File: src/rtl/addr_idle_sleep.sv
module addr_idle_sleep #(
  parameter int AW         = 16,
  parameter int DW         = 16,
  parameter int ACCESS_CYC = 4,
  parameter int MARGIN_CYC = 2
) (
  input  logic          clk,
  input  logic          rst_n,
  input  logic [AW-1:0] addr,
  input  logic          ce_n,
  input  logic          oe_n,
  input  logic [DW-1:0] arr_data,
  input  logic          arr_valid,
  output logic          sleep,
  output logic          arr_en,
  output logic [DW-1:0] dout,
  output logic          dq_drive
);
  localparam int THRESH = ACCESS_CYC + MARGIN_CYC;
  localparam int CW = $clog2(THRESH + 1);
  localparam logic [CW-1:0] LIMIT = CW'(THRESH);

  logic [AW-1:0] addr_q;
  logic [CW-1:0] idle_cnt;
  logic          addr_chg;
  logic          take;

  assign addr_chg = (addr != addr_q);
  assign sleep    = !addr_chg && (idle_cnt == LIMIT);
  assign arr_en   = !sleep;
  assign take     = arr_valid && arr_en && !addr_chg;
  assign dq_drive = !ce_n && !oe_n;

  always_ff @(posedge clk or negedge rst_n) begin
    if (!rst_n) begin
      addr_q   <= '0;
      idle_cnt <= '0;
    end else begin
      addr_q <= addr;
      if (addr_chg)
        idle_cnt <= '0;
      else if (idle_cnt != LIMIT)
        idle_cnt <= idle_cnt + 1'b1;
    end
  end

  always_ff @(posedge clk or negedge rst_n) begin
    if (!rst_n)
      dout <= '0;
    else if (take)
      dout <= arr_data;
  end

  p_sleep_stable_r2: assert property (@(posedge clk) disable iff (!rst_n)
    sleep |-> (addr == $past(addr)));

  p_wake_on_change_r3: assert property (@(posedge clk) disable iff (!rst_n)
    (addr != $past(addr)) |-> (!sleep && arr_en));

  p_hold_asleep_r4: assert property (@(posedge clk) disable iff (!rst_n)
    sleep |=> $stable(dout));

  p_load_source_r6: assert property (@(posedge clk) disable iff (!rst_n)
    !$stable(dout) |-> $past(arr_valid && !sleep));
endmodule

File: config.mk
export PLATFORM = sky130hd
export DESIGN_NAME = addr_idle_sleep
export DESIGN_NICKNAME = d
export VERILOG_FILES = /design/src/rtl/addr_idle_sleep.sv
export SDC_FILE = /design/constraint.sdc
export NUM_CORES = 1
export LEC_CHECK = 0
export BUFFER_PORTS_ARGS = -buffer_cell sky130_fd_sc_hd__buf_2
export CAP_MARGIN = 5
export CORE_MARGIN = 2
export CORE_UTILIZATION = 47
export DETAILED_ROUTE_END_ITERATION = 6
export PLACE_DENSITY = 0.87
export SYNTH_ARGS = -nofsm -noshare
export SYNTH_HDL_FRONTEND = slang
export SYNTH_SLANG_ARGS = --single-unit
File: constraint.sdc
create_clock -name clk -period 2.4 [get_ports clk]
set_input_delay 0 -clock clk [delete_from_list [all_inputs] [get_ports clk]]
set_output_delay 0 -clock clk [all_outputs]
set_load 0.005 [all_outputs]
After elaboration in Yosys (flattened, before gate mapping)
Cells that the tools add are included.
{ "word_totals": {"regBits": 35, "latchBits": 0, "ramBits": 0, "romBits": 0, "in_bits": 37, "n_memories": 0} }
{ "classes": {"add_sub_neg": 1, "n_mul": 0, "div": 0, "magnitude_cmp": 0, "eq_ne": 3, "shift": 0, "mux": 2, "n_bitwise": 0, "reduce_logical": 9} }
{ "op_table": {"columns": ["op", "count"], "rows": [
  ["$ne 16x16->1", 1],
  ["$mux 3", 2],
  ["$logic_and 1x1->1", 4],
  ["$logic_not 1->1", 4],
  ["$add 3x1->3 const B", 1],
  ["$eq 3x3->1 const B", 1],
  ["$ne 3x3->1 const B", 1],
  ["$reduce_bool 2->1", 1]
]} }

Depth between registers and ports, before layout
Gate-level depths: netlist of the first run.
{ "logic_depth": {"ltp_word": 6, "depth_mapped": 8, "depth_no_buf": 6} }

Least setup slack after synthesis of the first run
No wires, ideal clock.
{ "synth_timing": {"path_kind": "reg-to-reg", "start": "reg addr_q[1]", "end": "reg dout[0]", "setup_time_ns": 0.125, "arrival_ns": 1.772, "required_ns": 2.275, "slack_ns": 0.503, "path_stages_with_launch": 8, "synth_period_minus_slack_ns": 1.897, "cell_sequence": "dfrtp_1 xor2_1 nor4_1 nand4_1 or2_1 buf_6 buf_12 mux2_4"} }
{ "synth_via": {"elab_chain_len": 6} }
{ "synth_rtl": {"columns": ["item", "line", "source"], "rows": [
  ["start, declared", "23", "logic [AW-1:0] addr_q;"],
  ["start signal, assigned", "39", "addr_q <= addr;"],
  ["$ne 16x16->1 *", "28", "assign addr_chg = (addr != addr_q);"],
  ["$logic_not 1->1 *", "29, 31", null],
  ["$logic_and 1x1->1", "29", "assign sleep = !addr_chg && (idle_cnt == LIMIT);"],
  ["$logic_not 1->1", "30", "assign arr_en = !sleep;"],
  ["$logic_and 1x1->1", "31", "assign take = arr_valid && arr_en && !addr_chg;"],
  ["$logic_and 1x1->1 *", "31", null],
  ["end signal, assigned", "51", "dout <= arr_data;"],
  ["end, declared", "16", "output logic [DW-1:0] dout,"]
]} }
Mark *: on every way between the ends. The rest lies on a longest branch, timed or not.
A chain may end at the register's enable or synchronous reset.

Worst setup path after layout of the first run
{ "layout_timing": {"start": "reg addr_q[1]", "end": "reg dout[2]"} }
Same word-level chain as after synthesis.

==> qor.log, run 1 <==
qor: timing.timing_max_transition_violations_final 0
qor: worst_setup_path.crit_buf_inv 0
qor: worst_setup_path.crit_path_start_kind register
qor: timing.final_layout_setup_total_negative_slack 0 ns
qor: clocking.clock_sinks 35
qor: layout.fin_area 2040 sq um
qor: worst_setup_path.timing.reg2reg.worst_path_depth 5
qor: status.run_status finished, final reports clean
qor: routing.ant_nets 0
qor: logic_synthesis.ys_ff_latch 35
qor: hold_path.timing.hold.worst_path_depth 3
qor: layout.antenna_cells_inserted 0
qor: placed_design.placer_congestion_estimate 0.626
qor: routing.detail_route.vias_per_cell 4.77
qor: clocking.cts_setup_buffers 0
qor: logic_synthesis.sequential_cell_area_fraction_in_the_yosys_report 63.0%
qor: timing.worstMarginPinSlew 0.739 ns
qor: clocking.cts_tree done
qor: timing.fin_ws 0.203 ns
qor: routing.route.final.wire_length 3220 microns
qor: placed_design.buffer_ports.inserted 55
qor: worst_setup_path.critical_path.cell_chain xor2_1 -> nor4_1 -> nand4_1 -> or2_2 -> mux2_4
qor: worst_setup_path.crit_type register to register
qor: timing.unrepaired_setup_endpoints_after_global_routing false
qor: timing.headroom_to_the_max_slew_limit 50.8%
qor: placed_design.detailed_place.area 1670 sq um
qor: floorplanning.floorplan.initialDensity 50.0%
qor: worst_setup_path.reg2reg_to dout[2]
qor: clocking.cts_made_buffers 5
qor: worst_setup_path.timing.critical_path.max_delay_family simple AND/OR/NAND/NOR gates
qor: pwr.peakVddDrop 0.613 mV
qor: worst_setup_path.path_max_fanout 16
qor: routing.drtIter0Drc 12
qor: worst_setup_path.reg2reg_from addr_q[1]
qor: floorplanning.core 2780 sq um
qor: floorplanning.die_ar 3410 sq um
qor: global_route.global_route_wire_length_before_repair 5140 microns
qor: layout.syn2layout_area_growth 47.1%
qor: clocking.clock_tree.buffer_depth 2
qor: timing.timing.final.hold_violations 0
qor: placed_design.dp_hpwl 2120 microns
qor: worst_setup_path.critPathMaxStageDelay 0.57 ns
qor: global_route.maximum_number_of_pins_on_one_net_before_global_route_repair 36
qor: layout.finish.utilization 73.5%
qor: hold_path.hold_path.class primary input to primary output
qor: global_route.global_route_overflow 0
qor: floorplanning.top_level_ports 56
qor: timing.fmax 455 MHz
qor: global_route.groute.usage.overall 20.8%
qor: placed_design.pre_cts_ws 0.113 ns
qor: worst_setup_path.arrival_time_of_the_worst_setup_path 2.41 ns
qor: logic_synthesis.netlist_instances 91
qor: global_route.vias_in_the_first_global_route 1141
qor: timing.fin_crit_sh 91.6%
qor: floorplanning.chip_height 58.4 microns
qor: pwr.power.density_cell_area 491 nW/um^2
qor: timing.clock_skew 0.0113 ns
qor: worst_setup_path.critical-path-slowest-cell sky130_fd_sc_hd__or2_2
qor: logic_synthesis.mean_instance_size_in_the_synthesized_netlist 15.3 sq um
qor: clocking.clkLatencyLatePin 0.33 ns
qor: routing.routed-via-count 1021
qor: hold_path.worstHoldEndpoint dq_drive
qor: worst_setup_path.register_to_register_setup_slack 0.20 ns
qor: routing.firstDrtPassIters 6
qor: layout.post_layout_nets 223
qor: worst_setup_path.crit_required 2.61 ns
qor: logic_synthesis.ys.warnings.count 0
qor: timing.report.final.setup_viol 0
qor: logic_synthesis.yosysUniqueCellTypes 16
qor: worst_setup_path.worst_setup_end_kind register
qor: logic_synthesis.syn-cell-area 1390 sq um
qor: clocking.number_of_h_tree_branching_levels 2
qor: layout.fillCellCount 162
qor: global_route.grt_antenna_before_repair 0
qor: layout.fraction_of_layout_instances_using_a_drive_strength_above_1 42.1%
qor: hold_path.hp-start ce_n
qor: timing.final.min_clock_period 2.20 ns
qor: run.drv.max_cap_violation_count 0
qor: logic_synthesis.net_count_after_synthesis 130
qor: routing.wl_per_cell 15.1 microns
qor: floorplanning.die-width 58.4 microns
qor: routing.post-route-drc-count 0
qor: clocking.cts.clk_slew.worst_paths 0.10 ns
qor: floorplanning.placementRows 19
qor: clocking.cts_root_buf sky130_fd_sc_hd__clkbuf_4
qor: pwr.power.static_leakage 1.10 nW
==> state kept, by name (all words and copies together), names as in the netlist <==
register  flops
addr_q       16
dout         16
idle_cnt      3
==> stage by stage <==
step,hold WS (ns),std cells,total power [W]
final,0.209,214,0.00100
after CTS,0.210,214,0.00100
after global placement,0.0848,175,0.000687
after floorplan,-0.296,91,0.000640
after detailed placement,0.104,175,0.000692
after global routing,0.214,214,0.00105
==> cells in the final DEF (no fill, tap or decap) <==
cell type / count
sky130_fd_sc_hd__a211oi_1: 1
sky130_fd_sc_hd__buf_2: 55
sky130_fd_sc_hd__clkbuf_1: 1
sky130_fd_sc_hd__clkbuf_4: 5
sky130_fd_sc_hd__dfrtp_1: 35
sky130_fd_sc_hd__dlygate4sd3_1: 33
sky130_fd_sc_hd__ha_1: 2
sky130_fd_sc_hd__inv_1: 2
sky130_fd_sc_hd__mux2_2: 6
sky130_fd_sc_hd__mux2_4: 10
sky130_fd_sc_hd__nand2_1: 3
sky130_fd_sc_hd__nand4_1: 1
sky130_fd_sc_hd__nor2_1: 6
sky130_fd_sc_hd__nor3_1: 1
sky130_fd_sc_hd__nor4_1: 4
sky130_fd_sc_hd__or2_2: 1
sky130_fd_sc_hd__xnor2_1: 1
sky130_fd_sc_hd__xor2_1: 16
==> synthesized netlist by cell type (all sizes together) <==
library cell / number / share of area (%)
dfrtp: 35 / 63
mux2: 16 / 16
xor2: 16 / 10
nor2: 6 / 1.6
nor4: 4 / 1.8
nand2: 3 / 0.81
buf: 2 / 2.3
ha: 2 / 1.8
inv: 2 / 0.54
a211oi: 1 / 0.54
nand4: 1 / 0.45
nor3: 1 / 0.36
or2: 1 / 0.45
xnor2: 1 / 0.63
==> layout make-up <==
cell class	instances	area [sq um]	share of cell area [%]
timing repair buffer	88	606	29.6
inverter	2	7.51	0.367
tap	31	38.8	1.90
sequential	35	876	42.8
multi-input combinational	52	475	23.3
clock buffer	6	41.3	2.02
==> power breakdown <==
part	leakage, nW	internal (W)	switching (W)
Combinational	0.626	0.0000694	0.0000435
Sequential	0.452	0.000603	0.00000643
Clock	0.0242	0.000104	0.000176
Total	1.10	0.000777	0.000226
==> worst min-delay path, delay by kind of cell <==
kind          cells  cell delay (ns)
simple gates      1             0.03
buf+inv           2             0.18
==> routing by layer <==
metal	up-vias	GRT usage, %	part of all wire [%]
met2	35	37.4	54
met1	494	23.8	40
met4	0	5.65	0.53
met3	2	6.37	5.2
met5	-	0	0
li1	490	-	-
==> kinds of logic (layout without fill, tap and decap cells) <==
family / count (synthesis) / count (layout) / synth area share, %
multiplexers: 16 / 16 / 15.7
adder cells (fa/ha/maj): 2 / 2 / 1.80
XOR/XNOR: 17 / 17 / 10.7
AO/OA/AOI/OAI: 1 / 1 / 0.540
flip-flops: 35 / 35 / 63.0
buffers and inverters: 4 / 96 / 2.79
AND/OR/NAND/NOR: 16 / 16 / 5.49
==> worst max path at each step <==
stage                     startpoint  depth (start not counted)  slack [ns]  endpoint
after floorplan            addr_q[1]                          7        0.50   dout[0]
after global placement     addr_q[1]                          5        0.21   dout[1]
after global routing       addr_q[4]                          5        0.05   dout[2]
final                      addr_q[1]                          5        0.20   dout[2]
after CTS                  addr_q[1]                          5        0.07   dout[2]
after detailed placement   addr_q[1]                          5        0.11   dout[2]
==> timing repair <==
item | CTS | global route
hold endpoints to repair | 67 | 0
gates resized for setup | 0 | 1
setup endpoints to repair | 0 | 16
hold buffers | 33 | 0
(Power assumes the default switching activity.)
==> inputs of run 2 (changes only) <==
CORE_UTILIZATION = 49   (was 47)
CTS_BUF_LIST = sky130_fd_sc_hd__clkbuf_4 sky130_fd_sc_hd__clkbuf_8   (was not set)
PLACE_DENSITY = 0.9   (was 0.87)
==> qor.log, run 2 (synthesis results as in run 1) <==
qor: status.run_status finished, final reports clean
qor: clocking.cts_made_buffers 5 [unchanged]
qor: clocking.cts_tree done
qor: floorplanning.top_level_ports 56 [unchanged]
qor: clocking.cts_setup_buffers 0 [unchanged]
qor: clocking.cts.clk_slew.worst_paths 0.09 ns [about the same]
qor: placed_design.buffer_ports.inserted 55 [unchanged]
qor: floorplanning.die_ar 3280 sq um [-3.8%]
qor: timing.fin_worst_hold_slack 0.210 ns [+0.000974 ns]
qor: worst_setup_path.critPathMaxStageDelay 0.57 ns [about the same]
qor: layout.fillCellCount 193 [+19%]
qor: layout.commonest_non_fill_non_tap_cells_in_the_layout 55 x sky130_fd_sc_hd__buf_2, 35 x sky130_fd_sc_hd__dfrtp_1, 33 x sky130_fd_sc_hd__dlygate4sd3_1
qor: routing.firstDrtPassIters 4 [-2]
qor: layout.fraction_of_layout_instances_using_a_drive_strength_above_1 42.6% [+0.55 points]
qor: global_route.global_route_overflow 0 [unchanged]
qor: routing.detail_route.vias_per_cell 4.84 [+1.5%]
qor: clocking.clock_tree.buffer_depth 2 [unchanged]
qor: placed_design.dp_hpwl 1920 microns [-9.4%]
qor: timing.clock_skew 0.00544 ns [-0.00584 ns]
qor: floorplanning.placementRows 19 [unchanged]
qor: global_route.vias_in_the_first_global_route 1148 [+0.61%]
qor: worst_setup_path.crit_required 2.61 ns [about the same]
qor: global_route.global_route_wire_length_before_repair 4910 microns [-4.6%]
qor: timing.worstMarginPinSlew 0.747 ns [+0.00888 ns]
qor: worst_setup_path.timing.critical_path.max_delay_family simple AND/OR/NAND/NOR gates
qor: floorplanning.die-width 57.3 microns [-1.9%]
qor: worst_setup_path.crit_buf_inv 0 [unchanged]
qor: global_route.maximum_number_of_pins_on_one_net_before_global_route_repair 36 [unchanged]
qor: routing.routed-via-count 1036 [+1.5%]
qor: routing.ant_nets 0 [unchanged]
qor: placed_design.placer_congestion_estimate 0.657 [+5.0%]
qor: timing.fin_crit_sh 91.1% [-0.48 points]
qor: pwr.peakVddDrop 0.426 mV [-30%]
qor: timing.timing.final.hold_violations 0 [unchanged]
qor: pwr.power.static_leakage 1.11 nW [+0.31%]
qor: floorplanning.chip_height 57.3 microns [-1.9%]
qor: clocking.clkLatencyLatePin 0.33 ns [about the same]
qor: clocking.number_of_h_tree_branching_levels 2 [unchanged]
qor: layout.post_layout_nets 223 [unchanged]
qor: clocking.cts_root_buf sky130_fd_sc_hd__clkbuf_4
qor: routing.drtIter0Drc 10 [-2]
qor: routing.wl_per_cell 13.4 microns [-11%]
qor: hold_path.hold_path.class primary input to primary output
qor: timing.final_layout_setup_total_negative_slack 0 ns [unchanged]
qor: placed_design.pre_cts_ws 0.103 ns [-0.00998 ns]
qor: worst_setup_path.critical_path.cell_chain xor2_1 -> nor4_1 -> nand4_1 -> or2_2 -> mux2_4
qor: worst_setup_path.crit_path_start_kind register
qor: timing.fmax 457 MHz [+0.52%]
qor: timing.final.min_clock_period 2.19 ns [-0.0114 ns]
qor: layout.layout_commonest_cell sky130_fd_sc_hd__buf_2
qor: layout.syn2layout_area_growth 47.3%
qor: pwr.totalPowerFinal 0.00101 W [+0.25%]
qor: worst_setup_path.crit_type register to register
qor: pwr.power.density_cell_area 491 nW/um^2 [about the same]
qor: timing.fin_ws 0.214 ns [+0.0114 ns]
qor: floorplanning.floorplan.initialDensity 50.8% [+0.87 points]
qor: worst_setup_path.path_max_fanout 16 [unchanged]
qor: layout.layout_top_registers addr_q (16), dout (16), idle_cnt (3)
qor: global_route.grt_antenna_before_repair 0 [unchanged]
qor: timing.unrepaired_setup_endpoints_after_global_routing false
qor: timing.headroom_to_the_max_slew_limit 50.2% [-0.59 points]
qor: worst_setup_path.critical-path-slowest-cell sky130_fd_sc_hd__or2_2
qor: routing.route.final.wire_length 2860 microns [-11%]
qor: layout.antenna_cells_inserted 0 [unchanged]
qor: worst_setup_path.worst_setup_end_kind register
qor: worst_setup_path.arrival_time_of_the_worst_setup_path 2.40 ns [about the same]
qor: floorplanning.core 2730 sq um [-1.7%]
qor: global_route.groute.usage.overall 20.0% [-0.71 points]
qor: clocking.clock_sinks 35 [unchanged]
qor: run.drv.max_cap_violation_count 0 [unchanged]
qor: timing.report.final.setup_viol 0 [unchanged]
qor: timing.timing_max_transition_violations_final 0 [unchanged]
qor: routing.post-route-drc-count 0 [unchanged]
run 2: cell counts in the layout (fill, tap and decap cells not counted):
No cell type changed its count.
run 2: final timing paths:
check | start | end | slack (ns) | cells past startpoint
max | addr_q[8] | dout[4] | 0.21 | 5
min | ce_n | dq_drive | 0.21 | 3
max reg2reg | addr_q[8] | dout[4] | 0.21 | 5
min reg2reg | dout[15] | dout[15] | 0.51 | 1
max in group asynchronous | rst_n | dout[0] | 1.65 | 2
min in group asynchronous | rst_n | addr_q[2] | 0.28 | 2
run 2: layer usage:
metal	vias to the layer above	GRT usage, %	part of all wire, %
met3	16	4.99	6.0
li1	487	-	-
met4	0	9.97	3.6
met5	-	0	0
met2	42	36.3	50
met1	491	21.6	40
run 2: timing repair:
action                     CTS  global route
hold buffers                33             0
setup endpoints to repair    0            16
gates resized for setup      0             1
hold endpoints to repair    67             0
run 2: tightest hold or removal path: cells and delay by family:
| kind | cells | cell delay, ns |
|---|---|---|
| simple gates | 1 | 0.03 |
| buf+inv | 2 | 0.18 |
run 2: where the power goes:
group	switching [W]	internal [W]	total [W]	leakage, nW
clock network	0.000169	0.000115	0.000285	0.0276
logic	0.0000424	0.0000693	0.000112	0.626
registers	0.00000628	0.000603	0.000609	0.452
total	0.000218	0.000788	0.00101	1.11
run 2: final cells by class:
class	instances	area [sq um]	share of cell area, %
multi-input cells	52	475	23.2
clock buffers	6	45.0	2.20
well taps	31	38.8	1.89
inverters	2	7.51	0.367
flip-flops and latches	35	876	42.8
repair buffers	88	606	29.6
run 2: per-stage QoR:
step	utilization, %	area [sq um]	cells
after global placement	61.2	1670	175
after global routing	74.9	2050	214
after CTS	74.9	2050	214
after floorplan	-	1390	91
after detailed placement	61.2	1670	175
final	74.9	2050	214
==> inputs of run 3 (changes only) <==
MAX_ROUTING_LAYER = met4   (was not set)
==> qor.log, run 3 (synthesis results as in run 1) <==
qor: global_route.groute.usage.overall 20.6% [+0.58 points]
qor: pwr.switchingPower 0.000218 W [+0.26%]
qor: routing.route.final.wire_length 2840 microns [-0.52%]
qor: routing.wl_per_cell 13.3 microns [-0.52%]
qor: floorplanning.die-width 57.3 microns [unchanged]
qor: timing.fin_worst_hold_slack 0.210 ns [unchanged]
qor: floorplanning.floorplan.initialDensity 50.8% [unchanged]
qor: layout.syn2layout_area_growth 47.3% [unchanged]
qor: timing.clock_skew 0.00611 ns [+0.000666 ns]
qor: worst_setup_path.path_max_fanout 16 [unchanged]
qor: pwr.pwr-share-clk 28.4% [about the same]
qor: worst_setup_path.crit_path_start addr_q[8]
qor: hold_path.hp-start ce_n
qor: worst_setup_path.reg2reg_from addr_q[8]
qor: clocking.cts_tree done
qor: clocking.cts.clk_slew.worst_paths 0.09 ns [about the same]
qor: pwr.comb_power_share 11.1% [about the same]
qor: worst_setup_path.critical_path.cell_chain xor2_1 -> nor4_1 -> nand4_1 -> or2_2 -> mux2_4
qor: timing.headroom_to_the_max_slew_limit 51.1% [+0.96 points]
qor: pwr.p_sw_share 21.7% [+0.044 points]
qor: routing.firstDrtPassIters 4 [unchanged]
qor: layout.layout.cells.non_filler 214 [unchanged]
qor: placed_design.place_inst 175 [unchanged]
qor: clocking.cts_root_buf sky130_fd_sc_hd__clkbuf_4
qor: status.run_status finished, final reports clean
qor: timing.fin_crit_sh 90.7% [-0.34 points]
qor: worst_setup_path.critPathMaxStageDelay 0.56 ns [about the same]
qor: clocking.number_of_h_tree_branching_levels 2 [unchanged]
qor: clocking.clkLatencyLatePin 0.33 ns [about the same]
qor: placed_design.dp_hpwl 1920 microns [unchanged]
qor: global_route.vias_in_the_first_global_route 1151 [+0.26%]
qor: timing.report.final.setup_viol 0 [unchanged]
qor: pwr.power.static_leakage 1.11 nW [unchanged]
qor: layout.post_layout_nets 223 [unchanged]
qor: timing.timing_max_transition_violations_final 0 [unchanged]
qor: layout.layout_top_registers addr_q (16), dout (16), idle_cnt (3)
qor: timing.timing.final.hold_violations 0 [unchanged]
qor: floorplanning.core 2730 sq um [unchanged]
qor: worst_setup_path.arrival_time_of_the_worst_setup_path 2.39 ns [about the same]
qor: clocking.cts_setup_buffers 0 [unchanged]
qor: floorplanning.placementRows 19 [unchanged]
qor: floorplanning.die_ar 3280 sq um [unchanged]
qor: placed_design.placer_congestion_estimate 0.663 [+0.93%]
qor: layout.antenna_cells_inserted 0 [unchanged]
qor: worst_setup_path.crit_type register to register
qor: layout.fraction_of_layout_instances_using_a_drive_strength_above_1 42.6% [unchanged]
qor: timing.final.min_clock_period 2.18 ns [-0.00826 ns]
qor: pwr.peakVddDrop 0.427 mV [+0.21%]
qor: global_route.global_route_overflow 0 [unchanged]
qor: worst_setup_path.worst_setup_end_kind register
qor: hold_path.hold_path.class primary input to primary output
qor: layout.fillCellCount 193 [unchanged]
qor: routing.detail_route.vias_per_cell 4.86 [+0.39%]
qor: clocking.clock_tree.buffer_depth 2 [unchanged]
qor: placed_design.buffer_ports.inserted 55 [unchanged]
qor: run.drv.max_cap_violation_count 0 [unchanged]
qor: worst_setup_path.critical-path-slowest-cell sky130_fd_sc_hd__or2_2
qor: routing.routed-via-count 1040 [+0.39%]
qor: global_route.grt_antenna_before_repair 0 [unchanged]
qor: pwr.seq_power_share 60.6% [about the same]
qor: pwr.power.density_cell_area 491 nW/um^2 [about the same]
qor: layout.seqCellArea 876 sq um [unchanged]
qor: timing.fmax 459 MHz [+0.38%]
qor: global_route.global_route_wire_length_before_repair 4900 microns [-0.12%]
qor: clocking.clock_sinks 35 [unchanged]
qor: worst_setup_path.crit_path_start_kind register
qor: floorplanning.chip_height 57.3 microns [unchanged]
qor: floorplanning.top_level_ports 56 [unchanged]
qor: layout.layout_commonest_cell sky130_fd_sc_hd__buf_2
qor: pwr.internal-power 0.000788 W [about the same]
qor: layout.commonest_non_fill_non_tap_cells_in_the_layout 55 x sky130_fd_sc_hd__buf_2, 35 x sky130_fd_sc_hd__dfrtp_1, 33 x sky130_fd_sc_hd__dlygate4sd3_1
qor: worst_setup_path.crit_required 2.61 ns [about the same]
qor: global_route.maximum_number_of_pins_on_one_net_before_global_route_repair 36 [unchanged]
qor: routing.ant_nets 0 [unchanged]
qor: routing.drtIter0Drc 13 [+3]
qor: timing.worstMarginPinSlew 0.733 ns [-0.0145 ns]
qor: layout.multi_input_area 475 sq um [unchanged]
qor: clocking.cts_made_buffers 5 [unchanged]
qor: routing.post-route-drc-count 0 [unchanged]
qor: timing.unrepaired_setup_endpoints_after_global_routing false
qor: timing.final_layout_setup_total_negative_slack 0 ns [unchanged]
-- run 3: cell counts in the layout (fill, tap and decap cells not counted) --
No cell type changed its count.
-- run 3: routing by layer --
layer	track usage (%)	up-vias	wire length, microns
met5	-	-	0
li1	-	486	-
met1	21.3	494	1120
met4	9.97	0	104
met2	36.5	44	1450
met3	4.99	16	174
-- run 3: cell type report --
| class | instances | share of cell area, % |
|---|---|---|
| Timing Repair Buffer | 88 | 29.6 |
| Sequential cell | 35 | 42.8 |
| Clock buffer | 6 | 2.20 |
| Inverter | 2 | 0.367 |
| Tap cell | 31 | 1.89 |
| Multi-Input combinational cell | 52 | 23.2 |
-- run 3: per-stage QoR --
stage                     worst slack (ns)  utilization, %  area [sq um]  total power, W
after floorplan                      0.503               -          1390        0.000640
after global placement               0.155            61.2          1670        0.000688
after detailed placement             0.103            61.2          1670        0.000692
after CTS                           0.0952            74.9          2050         0.00102
after global routing                0.0720            74.9          2050         0.00105
final                                0.222            74.9          2050         0.00101
-- run 3: repair_timing --
action	in CTS	in global routing
hold buffers	33	0
gates resized for setup	0	1
hold endpoints to repair	67	0
endpoints found under the setup margin	0	16
-- run 3: path summary, 6_finish.rpt --
path | end | slack (ns) | cells past startpoint
max in group asynchronous | dout[2] | 1.66 | 2
hold reg to reg | dout[15] | 0.51 | 1
setup / recovery | dout[4] | 0.22 | 5
hold / removal | dq_drive | 0.21 | 3
min in group asynchronous | addr_q[1] | 0.27 | 2
setup reg to reg | dout[4] | 0.22 | 5
-- run 3: worst max-delay path: cells and delay by family, from the launching register on --
| family | cells | cell delay, ns |
|---|---|---|
| simple gates | 3 | 1.15 |
| xor+xnor | 1 | 0.16 |
| mux | 1 | 0.37 |
| flops | 1 | 0.39 |
-- run 3: power by group through the flow --
| stage | combinational, W | sequential (W) | clock, W |
|---|---|---|---|
| 3_5_place_dp | 0.0000709 | 0.000621 | 0 |
| 5_1_grt | 0.000124 | 0.000611 | 0.000317 |
| 4_1_cts | 0.000112 | 0.000609 | 0.000299 |
| 6_report | 0.000111 | 0.000609 | 0.000285 |
| 3_3_place_gp | 0.0000672 | 0.000620 | 0 |
| 2_1_floorplan | 0.0000201 | 0.000620 | 0 |
